===== src/rtl/dasm_frame_ctrl.sv =====
module dasm_frame_ctrl #(
  parameter int CNT_MAX    = 32,
  parameter int CNT_W      = 6,
  parameter int HOLD_EDGES = 13
) (
  input  logic             clk_i,
  input  logic             rst_ni,
  input  logic             cs_fall_i,
  input  logic             cs_rise_i,
  input  logic             sclk_fall_i,
  input  logic             sclk_rise_i,
  output logic [CNT_W-1:0] slot_o,
  output logic             enable_o,
  output logic             track_o
);

  localparam logic [CNT_W-1:0] MAX_C  = CNT_W'(CNT_MAX);
  localparam logic [CNT_W-1:0] HOLD_C = CNT_W'(HOLD_EDGES);

  logic             active_q;
  logic             track_q;
  logic [CNT_W-1:0] cnt_q;

  always_ff @(posedge clk_i or negedge rst_ni) begin
    if (!rst_ni) begin
      active_q <= 1'b0;
      track_q  <= 1'b1;
      cnt_q    <= '0;
    end else if (cs_rise_i) begin
      active_q <= 1'b0;
      track_q  <= 1'b1;
      cnt_q    <= '0;
    end else if (cs_fall_i) begin
      active_q <= 1'b1;
      track_q  <= 1'b0;
      cnt_q    <= '0;
    end else if (active_q) begin
      if (sclk_fall_i && cnt_q != MAX_C) cnt_q <= cnt_q + CNT_W'(1);
      if (sclk_rise_i && cnt_q >= HOLD_C) track_q <= 1'b1;
    end
  end

  assign slot_o   = cnt_q;
  assign enable_o = active_q && (cnt_q != MAX_C);
  assign track_o  = track_q;

  AST_CNT_BOUND: assert property (@(posedge clk_i) disable iff (!rst_ni)
    cnt_q <= MAX_C) else $error("slot counter past limit");

  AST_SAT_HOLD: assert property (@(posedge clk_i) disable iff (!rst_ni)
    (active_q && cnt_q == MAX_C && !cs_rise_i) |=> (cnt_q == MAX_C && !enable_o))
    else $error("saturated frame re-enabled");

  AST_HOLD_UNTIL_EDGE: assert property (@(posedge clk_i) disable iff (!rst_ni)
    (active_q && !track_q && cnt_q < HOLD_C && !cs_rise_i) |=> !track_q)
    else $error("track released early");

endmodule


===== config.mk =====
export PLATFORM = sky130hd
export DESIGN_NAME = dasm_frame_ctrl
export DESIGN_NICKNAME = d
export VERILOG_FILES = /design/src/rtl/dasm_frame_ctrl.sv
export SDC_FILE = /design/constraint.sdc
export NUM_CORES = 1
export LEC_CHECK = 0
export CAP_MARGIN = 20
export CELL_PAD_IN_SITES_DETAIL_PLACEMENT = 1
export CELL_PAD_IN_SITES_GLOBAL_PLACEMENT = 1
export CORE_MARGIN = 5
export CORE_UTILIZATION = 31
export DETAILED_ROUTE_END_ITERATION = 12
export PLACE_DENSITY = 0.78
export SYNTH_ARGS = -nofsm -noshare
export SYNTH_HDL_FRONTEND = slang
export SYNTH_SLANG_ARGS = --single-unit

===== constraint.sdc =====
create_clock -name clk_i -period 1.65 [get_ports clk_i]
set_input_delay 0.165 -clock clk_i [delete_from_list [all_inputs] [get_ports clk_i]]
set_output_delay 0.165 -clock clk_i [all_outputs]
set_load 0.005 [all_outputs]

======== After elaboration in Yosys (flattened, before gate mapping) ========
Index checks and enable logic that the tools add are counted.
storage, ports and cells
  register bits after elaboration ......... 8
  input bits .............................. 6
  logic and storage cells ................. 25
operators by class
  $add $sub $neg .......................... 1
  order comparisons ....................... 1
  equality and inequality tests ........... 1
  mux-type cells .......................... 10
  reduce and logical (&&, ||, !) cells .... 9
operators with widths
  operator                                                                             count
  6-bit two-way mux                                                                    4
  3-bit nonzero test                                                                   3
  6-bit by 1-bit adder with 6-bit output, second input constant                        1
  6-bit by 4-bit greater-or-equal comparator with 1-bit output, second input constant  1
  1-bit two-way mux                                                                    6
  6-bit inequality test, second input constant                                         1
  2-bit AND reduction                                                                  2
  1-bit logical AND                                                                    3
  2-bit nonzero test                                                                   1

======== Longest topological paths before layout ========
Gate-level depths: netlist of the first run.
  word-level depth ........................ 6
  mapped depth ............................ 6

======== Least setup slack after synthesis of the first run ========
Ideal clock, no wire load.
  kind .................................... register to register
  start point ............................. reg cnt_q[0] (netlist: slot_o[0])
  end point ............................... reg cnt_q[1] (netlist: slot_o[1])
  library setup time ...................... 0.125 ns
  arrival ................................. 1.241 ns
  setup slack ............................. 0.284 ns
  cell stages (with the launch flop) ...... 7
  path buffers ............................ 0
  period minus slack after synthesis ...... 1.366 ns
  cell sequence ........................... dfrtp_1 -> inv_1 -> ha_1 -> nand4bb_1 -> o211ai_2 -> mux2i_1 -> nor2_1
on the way
  longest elaborated chain between the ends .. 5
  elaborated cells on any way between the ends .. 9
  classes of those cells .................. add/sub (1); eq/ne (1); mux (4); reduce/logical (3)
RTL lines
  item                                    line  RTL
  start: declaration                      22    logic [CNT_W-1:0] cnt_q;
  start signal: assignment                38    if (sclk_fall_i && cnt_q != MAX_C) cnt_q <= cnt_q + CNT_W'(1);
  6-bit by 1-bit adder with 6-bit output  38
  6-bit two-way mux                       38
  6-bit two-way mux                       37    end else if (active_q) begin
  6-bit two-way mux                       33    end else if (cs_fall_i) begin
  6-bit two-way mux                       29    end else if (cs_rise_i) begin
Several ways; a longest one is shown, not always the timed one. The select of a mux whose other input is x is not followed.
A chain may end at the register's enable or synchronous reset.

======== Final worst setup path of the first run ========
Ends and elaborated chain as after synthesis.

==> results.txt, run 1 <==
- Main combinational cell family by area after synthesis: simple AND/OR/NAND/NOR gates
- Before antenna repair, the detailed router went through 3 iterations.
* Distinct cell type count of the synthesized netlist: 23
- Count of port buffers added during placement: 13
- Worst slew slack as a fraction of its limit: 72.6%
- For this run, the top clock speed supported by timing is 0.633 GHz.
- After the flow finishes, the layout carries non-filler instances totaling 82.
- Clock-pin slew was measured on the worst setup and hold paths at 70 ps.
- CTS tree: built
- Cell types occupying the most area after synthesis: sky130_fd_sc_hd__dfrtp_1, sky130_fd_sc_hd__ha_1, sky130_fd_sc_hd__nor2_1
- Number of synthesis warnings: 0
- Smallest hold slack: 193 ps
- The clock network is responsible for 40.4% of the overall power.
- Sequential cells were found to cover 45.9% of the synthesized design area.
* Number of enable flip-flop cells after synthesis: 0
* Setup slack of the most critical reg-to-reg path: 70 ps
* Overflow left after global routing: 0
- CTS built an H-tree with a depth of 1.
* Cell class contributing the biggest share of worst-path delay: flip-flops
- The first global-routing pass estimated 1930 um of wire.
* Share of total power in combinational logic: 11.2%
- Post-Synth XOR/XNOR Area: 3.99%
- The tightest min-delay check is of the primary input to async pin type.
* Switching share of power: 24.7%
* Final number of max-transition violations: 0
- Worst-margin pin slew: 410 ps
- Subtracting the final worst setup slack from the clock period gives 1580 ps.
- Worst Setup End Kind: flip-flop
* Worst-Skew Late Latency: 260 ps
* Antenna diode count: 0
- Setup violations remaining at the end of the flow were counted as 0.
- In this design, the stage delay of the slowest critical-path cell is 390 ps.
- CP Cell Sequence: inv_2, ha_4, nand4bb_1, buf_4, buf_4, o211ai_4, mux2i_1, nor2_1
- DRC: 0
- Hold violation total from the final report: 0
- Clock skew: 12.9 ps
* Via Count: 391
- # clock sinks: 8
- The most common cell in the synthesized netlist is sky130_fd_sc_hd__nor2_1.
- Slowest cell on crit path: sky130_fd_sc_hd__dfrtp_1
- Worst path arrival time: 1720 ps
* Result of the run: completed
* Area added between synthesis and finish: 52.4%
* Initial DRC count: 5
- Floorplan row count: 13
- Finished Cell Area: 669 sq um
* Max Cap Violations: 0
- For this design the top-level I/O count stands at 14.
- RD Place Congestion: 0.742
* Logic depth of the worst setup path including buffers: 8
- CP required: 1790 ps
- The die covers 2270 sq um.
- Synthesized-area fraction occupied by and/or/nand/nor cells: 21.4%
* Vias in the first global route: 430
* CP Max Fanout: 2
- Initial antenna violation count: 0
- Summed over all failing endpoints, the final setup total negative slack is 0 ps.
- Startpoint kind of the worst setup timing path: flip-flop
- Ranked by instance count, the synthesized netlist is headed by sky130_fd_sc_hd__nor2_1, sky130_fd_sc_hd__dfrtp_1, sky130_fd_sc_hd__a21oi_1, sky130_fd_sc_hd__ha_1, sky130_fd_sc_hd__inv_1.
- Critical R2R Capture: slot_o[1]$_DFFE_PN0P_
- Antenna viol nets, final: 0
- Entering global routing, the biggest net connects 9 pins.
- Proportion of synthesized area in mux cells: 2.28%
- VDD sags by at most 0.375 mV.
- The placed instances occupy a cell area of 614 sq um.
* Total power draw: 0.428 mW
* Launch point of the worst reg-to-reg path: slot_o[0]$_DFFE_PN0P_
- The most critical setup path has its startpoint at slot_o[0]$_DFFE_PN0P_.
- Number of nets produced by synthesis: 55
* Final clock period utilization by the worst path: 95.8%
- Cell type with the highest aggregate area in the netlist: sky130_fd_sc_hd__dfrtp_1
* CP endpoint: slot_o[1]$_DFFE_PN0P_
* Number of flip-flops and latches in the synthesized netlist: 8
- Counting every instance in the synthesized netlist gives 46.
- The die is 47.6 um tall.
* Post-synthesis cell area: 439 sq um
* Core Box Area: 1320 sq um
- Synth async-reset ratio: 100%
- Share of the synthesized area in compound gates (AO/OA/AOI/OAI): 14.5%
* All-Layer GR Usage: 12.6%
- The average instance in the mapped netlist occupies 9.55 sq um.
- Root buffer cell: sky130_fd_sc_hd__clkbuf_4
* Routed wire per std cell: 14.5 um
- In the routed layout, each cell is associated on average with a via count of 4.77.
- For this run, the post-layout net count is 77.
- For this design the static power due to leakage is 0.265 nW.
- Maximum clock path buffer count: 2
- Predominant post-synthesis flop cell: sky130_fd_sc_hd__dfrtp_1
- Among the stages of the critical path, the cell type that occurs most often is sky130_fd_sc_hd__buf_4.
- Design internal power: 0.322 mW
* Horizontal die dimension: 47.6 um
- The setup path with the least slack is of type flip-flop to flip-flop.
- Initial core utilization: 33.3%
- After detailed placement, the design holds a cell count of 77.
* Power per cell area: 639 nW/um^2
- Wires add up to 1190 um.
- Arithmetic-cell share of the synthesized area counting full adders, half adders and majority gates: 8.55%
- Fraction of layout instances using a drive strength above 1: 20.9%
- Summed over its instances, the top area cell type makes up 39.9% of the synthesized netlist area.
- Num CTS Buffers: 3
* DP HPWL: 860 um
* Portion of total power attributed to sequential cells: 48.5%
* Count of buffer and inverter cells on the critical path: 3
- Worst-case reg-to-reg path depth: 8
* Power dissipated by switching net loads: 0.106 mW
==> layout by cell type (no fill, tap or decap) <==
cell type	n
sky130_fd_sc_hd__dfstp_2	1
sky130_fd_sc_hd__mux2i_1	1
sky130_fd_sc_hd__o21bai_1	1
sky130_fd_sc_hd__nor2b_1	1
sky130_fd_sc_hd__o21ai_1	2
sky130_fd_sc_hd__o21a_1	1
sky130_fd_sc_hd__inv_2	2
sky130_fd_sc_hd__ha_1	2
sky130_fd_sc_hd__clkbuf_4	3
sky130_fd_sc_hd__clkdlybuf4s50_1	12
sky130_fd_sc_hd__clkbuf_1	1
sky130_fd_sc_hd__nand4_1	1
sky130_fd_sc_hd__nand2_1	1
sky130_fd_sc_hd__or2_2	1
sky130_fd_sc_hd__nor2_1	8
sky130_fd_sc_hd__a21oi_1	3
sky130_fd_sc_hd__a31oi_1	1
sky130_fd_sc_hd__clkdlybuf4s15_1	1
sky130_fd_sc_hd__nand4bb_1	1
sky130_fd_sc_hd__buf_4	5
sky130_fd_sc_hd__nor3b_1	1
sky130_fd_sc_hd__o211ai_4	1
sky130_fd_sc_hd__ha_4	1
sky130_fd_sc_hd__o21ai_0	1
sky130_fd_sc_hd__or3_1	2
sky130_fd_sc_hd__inv_1	1
sky130_fd_sc_hd__xnor2_1	2
sky130_fd_sc_hd__dfrtp_1	7
sky130_fd_sc_hd__nand3_1	2
==> state kept, by name, indices dropped and copies added, names as in the netlist <==
name      cells
track_o       1
active_q      1
slot_o        6
==> worst register-to-register path: stages (launching register included) <==
cell                        delay, ps
sky130_fd_sc_hd__dfrtp_1          390
sky130_fd_sc_hd__inv_2             90
sky130_fd_sc_hd__ha_4             130
sky130_fd_sc_hd__nand4bb_1        130
sky130_fd_sc_hd__buf_4            150
sky130_fd_sc_hd__buf_4            130
sky130_fd_sc_hd__o211ai_4         180
sky130_fd_sc_hd__mux2i_1          210
sky130_fd_sc_hd__nor2_1            50
==> cells by family (layout without fill, tap and decap cells) <==
family	after synthesis	after routing
fa+ha+maj	3	3
compound gates	10	10
buf+inv	4	25
simple gates	18	18
xor+xnor	2	2
mux	1	1
flops	8	8
==> metal layers <==
layer | vias up | global-route usage, % | share of wire [%]
met5 | - | 0 | 0
met4 | 0 | 3.23 | 0
met3 | 0 | 3.38 | 4.5
met2 | 9 | 20.3 | 49
met1 | 184 | 16.7 | 47
li1 | 198 | - | -
==> layout make-up <==
| cell class | count | area [sq um] |
|---|---|---|
| Fill cell | 159 | 648 |
| Multi-Input combinational cell | 34 | 244 |
| Sequential cell | 8 | 201 |
| Timing Repair Buffer | 18 | 168 |
| Clock buffer | 4 | 26.3 |
| Tap cell | 15 | 18.8 |
| Inverter | 3 | 11.3 |
==> power groups by stage <==
stage,combinational (mW),clock (mW),sequential [mW]
floorplan,0.0151,0,0.209
global placement,0.0452,0,0.210
detailed placement,0.0455,0,0.210
CTS,0.0454,0.173,0.207
global route,0.0526,0.186,0.208
finish,0.0478,0.173,0.207
==> repair_timing <==
item | 4_1_cts | 5_1_grt
gates resized for setup | 4 | 3
pin swaps | 0 | 1
hold buffers | 0 | 0
setup buffers | 1 | 0
setup endpoints to repair | 1 | 2
hold endpoints to repair | 0 | 0
==> per-stage QoR <==
stage	util [%]	setup slack, ps
3_3_place_gp	46.6	135
4_1_cts	49.3	7.83
3_5_place_dp	46.6	89.2
2_1_floorplan	-	284
6_report	50.8	69.2
5_1_grt	50.8	-29.3
==> worst min-delay path by stage <==
stage / start / to / slack (ps)
global route: rst_ni / slot_o[2]$_DFFE_PN0P_ / 210
finish: rst_ni / slot_o[4]$_DFFE_PN0P_ / 190
floorplan: rst_ni / active_q$_DFFE_PN0P_ / -130
global placement: rst_ni / slot_o[4]$_DFFE_PN0P_ / 480
CTS: rst_ni / slot_o[2]$_DFFE_PN0P_ / 200
detailed placement: rst_ni / slot_o[2]$_DFFE_PN0P_ / 480
(Power assumes the default switching activity.)
==> run 2, diff against run 1 <==
==> constraint.sdc (replaced) <==
create_clock -name clk_i -period 1.65 [get_ports clk_i]
set_input_delay 0.33 -clock clk_i [delete_from_list [all_inputs] [get_ports clk_i]]
set_output_delay 0.33 -clock clk_i [all_outputs]
set_load 0.005 [all_outputs]
==> run 2 against run 1 <==
  * The flow now finishes with violations (setup timing)
  * Maximum frequency is 6.5% lower
  * Final cell count is 11% higher
  * Non-clock buffer count is 9 higher
  * Count of clock-buffer cells in the layout stayed put
  * Global-route usage is 5.7 points higher
  * Sequential power hardly changed
  * Total power is 0.56% lower
  * Sequential share of layout area is 3.1 points lower
  * Register-to-register slack worse by 99 ps
  * Via count is 20% higher
  * First-iteration DRC count is 40% lower
  * Design area is 12% higher
  * Critical path type is now flip-flop to output pin
  * Largest power group unchanged
==> results.txt, run 2 (synthesized netlist as in run 1, its figures left out) <==
- For met3 alone, demand over resource in global routing was 2.26%.
- Counting both buffers and inverters, the worst setup path holds a total of 2.
- In this design, the largest share of critical-path delay is due to flip-flops.
* Maximum number of pins on one net before global-route repair: 9
- Maximum achievable frequency: 0.592 GHz
* FILL cells: 146
* Slack of the critical path: -40.0 ps
- Final clock period utilization by the worst path: 102%
* Class of the worst hold path: primary input to async pin
* Num CTS Buffers: 3
* Most frequent standard cell in the layout excluding fill and tap cells: sky130_fd_sc_hd__buf_4
* Antenna viol nets, final: 0
- The final count of hold timing violations is 0.
- In the global route stage, met2 resource usage came out at 33.7%.
- Initial DRC count: 3
- CTS built an H-tree with a depth of 1.
- Worst-margin pin slew: 365 ps
* Commonest non-fill, non-tap cells in the layout: sky130_fd_sc_hd__buf_4, sky130_fd_sc_hd__clkdlybuf4s50_1, sky130_fd_sc_hd__nor2_1
- The final number of max-transition violations is 0.
- Leakage component of the power: 0.325 nW
* Detail-routed via count per cell: 5.18
- RD Place Congestion: 0.662
* Die Area: 2270 sq um
- Post-layout net count: 86
* Area occupied by registers: 201 sq um
- Cells with a size suffix above 1 make up 32.9% of the layout.
- DP HPWL: 1090 um
- STA puts the critical path data arrival time at 1360 ps.
* Total power draw: 0.425 mW
- The floorplan step set the die width to 47.6 um.
- Maximum clock path buffer count: 2
- Count of port buffers added during placement: 13
- For this run, the slowest stage of the critical path takes 410 ps.
* Area added between synthesis and finish: 70.1%
* Initial core utilization: 33.3%
- The clock reaches the later pin of the worst-skew pair after 260 ps.
- Measured against its own limit, the worst slew margin works out to 75.6%.
* Initial antenna violation count: 0
- The final reports fail on setup timing.
- DRC: 0
- The routed design has 1670 um of wire.
- The critical path goes through inv_2, ha_4, nand4bb_1, o21a_1, buf_2.
* Overflow left after global routing: 0
- Summing all non-filler instances in the final layout gives an area of 747 sq um.
- The via count of the first global-routing pass was 595.
* CTS tree: built
* Routed wire per std cell: 18.4 um
- In this run the count of I/O pins placed on the die edge is 14.
- Most crowded layer after global routing: met2
- CP Max Fanout: 2
- The worst-case IR drop observed on VDD is 0.478 mV.
- STA puts the critical path data required time at 1320 ps.
- Met1 track utilization from global routing: 20.1%
- Core Box Area: 1320 sq um
* Antenna diode count: 0
* Multi-input logic area: 256 sq um
- Across the run, the number of max-cap violations was 0.
* Area post-placement: 667 sq um
- Wire length of the first global-routing pass: 2750 um
- The routed layout has 471 vias.
* Smallest hold slack: 346 ps
* Shortest clock period the worst path allows after layout: 1690 ps
- Overall die height: 47.6 um
* Slowest cell on crit path: sky130_fd_sc_hd__dfrtp_1
* Worst Setup End Kind: output pin
- OpenSTA, run right after detailed placement, puts the worst setup slack at -75.8 ps.
- Clock slew at the register clock pins of the worst setup and hold paths: 70 ps
* Result of the run: complete, but fails checks
* Count of endpoints failing setup in the final report: 2
- Power per cell area: 569 nW/um^2
- Floorplan row count: 13
- Clock tree synthesis found a total of 8 sinks.
- Setup CP Type: flip-flop to output pin
- STA classifies the critical path startpoint as a flip-flop.
* Iteration count of the initial detailed-routing pass: 4
* Root buffer cell: sky130_fd_sc_hd__clkbuf_4
- All-Layer GR Usage: 18.3%
- Between clock sinks in the finished design, the worst skew comes to 19.6 ps.
- Cells fill 56.7% of the core in the end.
* RSZ-0062 raised after global routing: true
- Max FFs per register: 6
run 2: cell types whose count changed in the layout (fill, tap and decap cells not counted), sizes merged:
cell,previous run,this run
clkdlybuf4s50,12,11
buf,5,15
clkdlybuf4s15,1,0
dlymetal6s2s,0,1
run 2: metrics by stage:
| step | TNS (ps) | instances |
|---|---|---|
| floorplan | 0 | 46 |
| global placement | -19.3 | 84 |
| detailed placement | -81.7 | 84 |
| CTS | -90.1 | 92 |
| global route | -279 | 91 |
| finish | -65.6 | 91 |
run 2: worst paths after layout:
check | start | end | slack (ps) | depth (start not counted)
setup / recovery | slot_o[1]$_DFFE_PN0P_ | enable_o | -40 | 5
hold / removal | rst_ni | slot_o[0]$_DFFE_PN0P_ | 350 | 1
setup reg to reg | slot_o[1]$_DFFE_PN0P_ | track_o$_DFFE_PN1P_ | -30 | 10
hold reg to reg | slot_o[5]$_DFFE_PN0P_ | slot_o[5]$_DFFE_PN0P_ | 610 | 2
max in group asynchronous | rst_ni | track_o$_DFFE_PN1P_ | 980 | 1
min in group clk_i | slot_o[5]$_DFFE_PN0P_ | slot_o[5]$_DFFE_PN0P_ | 610 | 2
run 2: power breakdown:
part,switching (mW),internal [mW],leakage (nW)
clock network,0.0698,0.0924,0.0150
logic,0.0267,0.0314,0.203
registers,0.00322,0.202,0.107
run 2: cell type report:
cell class	count	share of cell area (%)
well taps	15	2.51
clock buffers	4	3.52
multi-input cells	34	34.3
repair buffers	27	31.2
inverters	3	1.51
flip-flops and latches	8	27.0
run 2: per-layer routing:
metal | vias to the layer above | part of all wire (%)
li1 | 221 | -
met1 | 224 | 40
met2 | 16 | 52
met3 | 10 | 4.2
met4 | 0 | 4.4
met5 | - | 0
run 2: what timing repair did:
action,4_1_cts,5_1_grt
endpoints found under the setup margin,1,6
buffers inserted,5,0
gates resized for setup,9,3
pin swaps,4,4
hold buffers,0,0
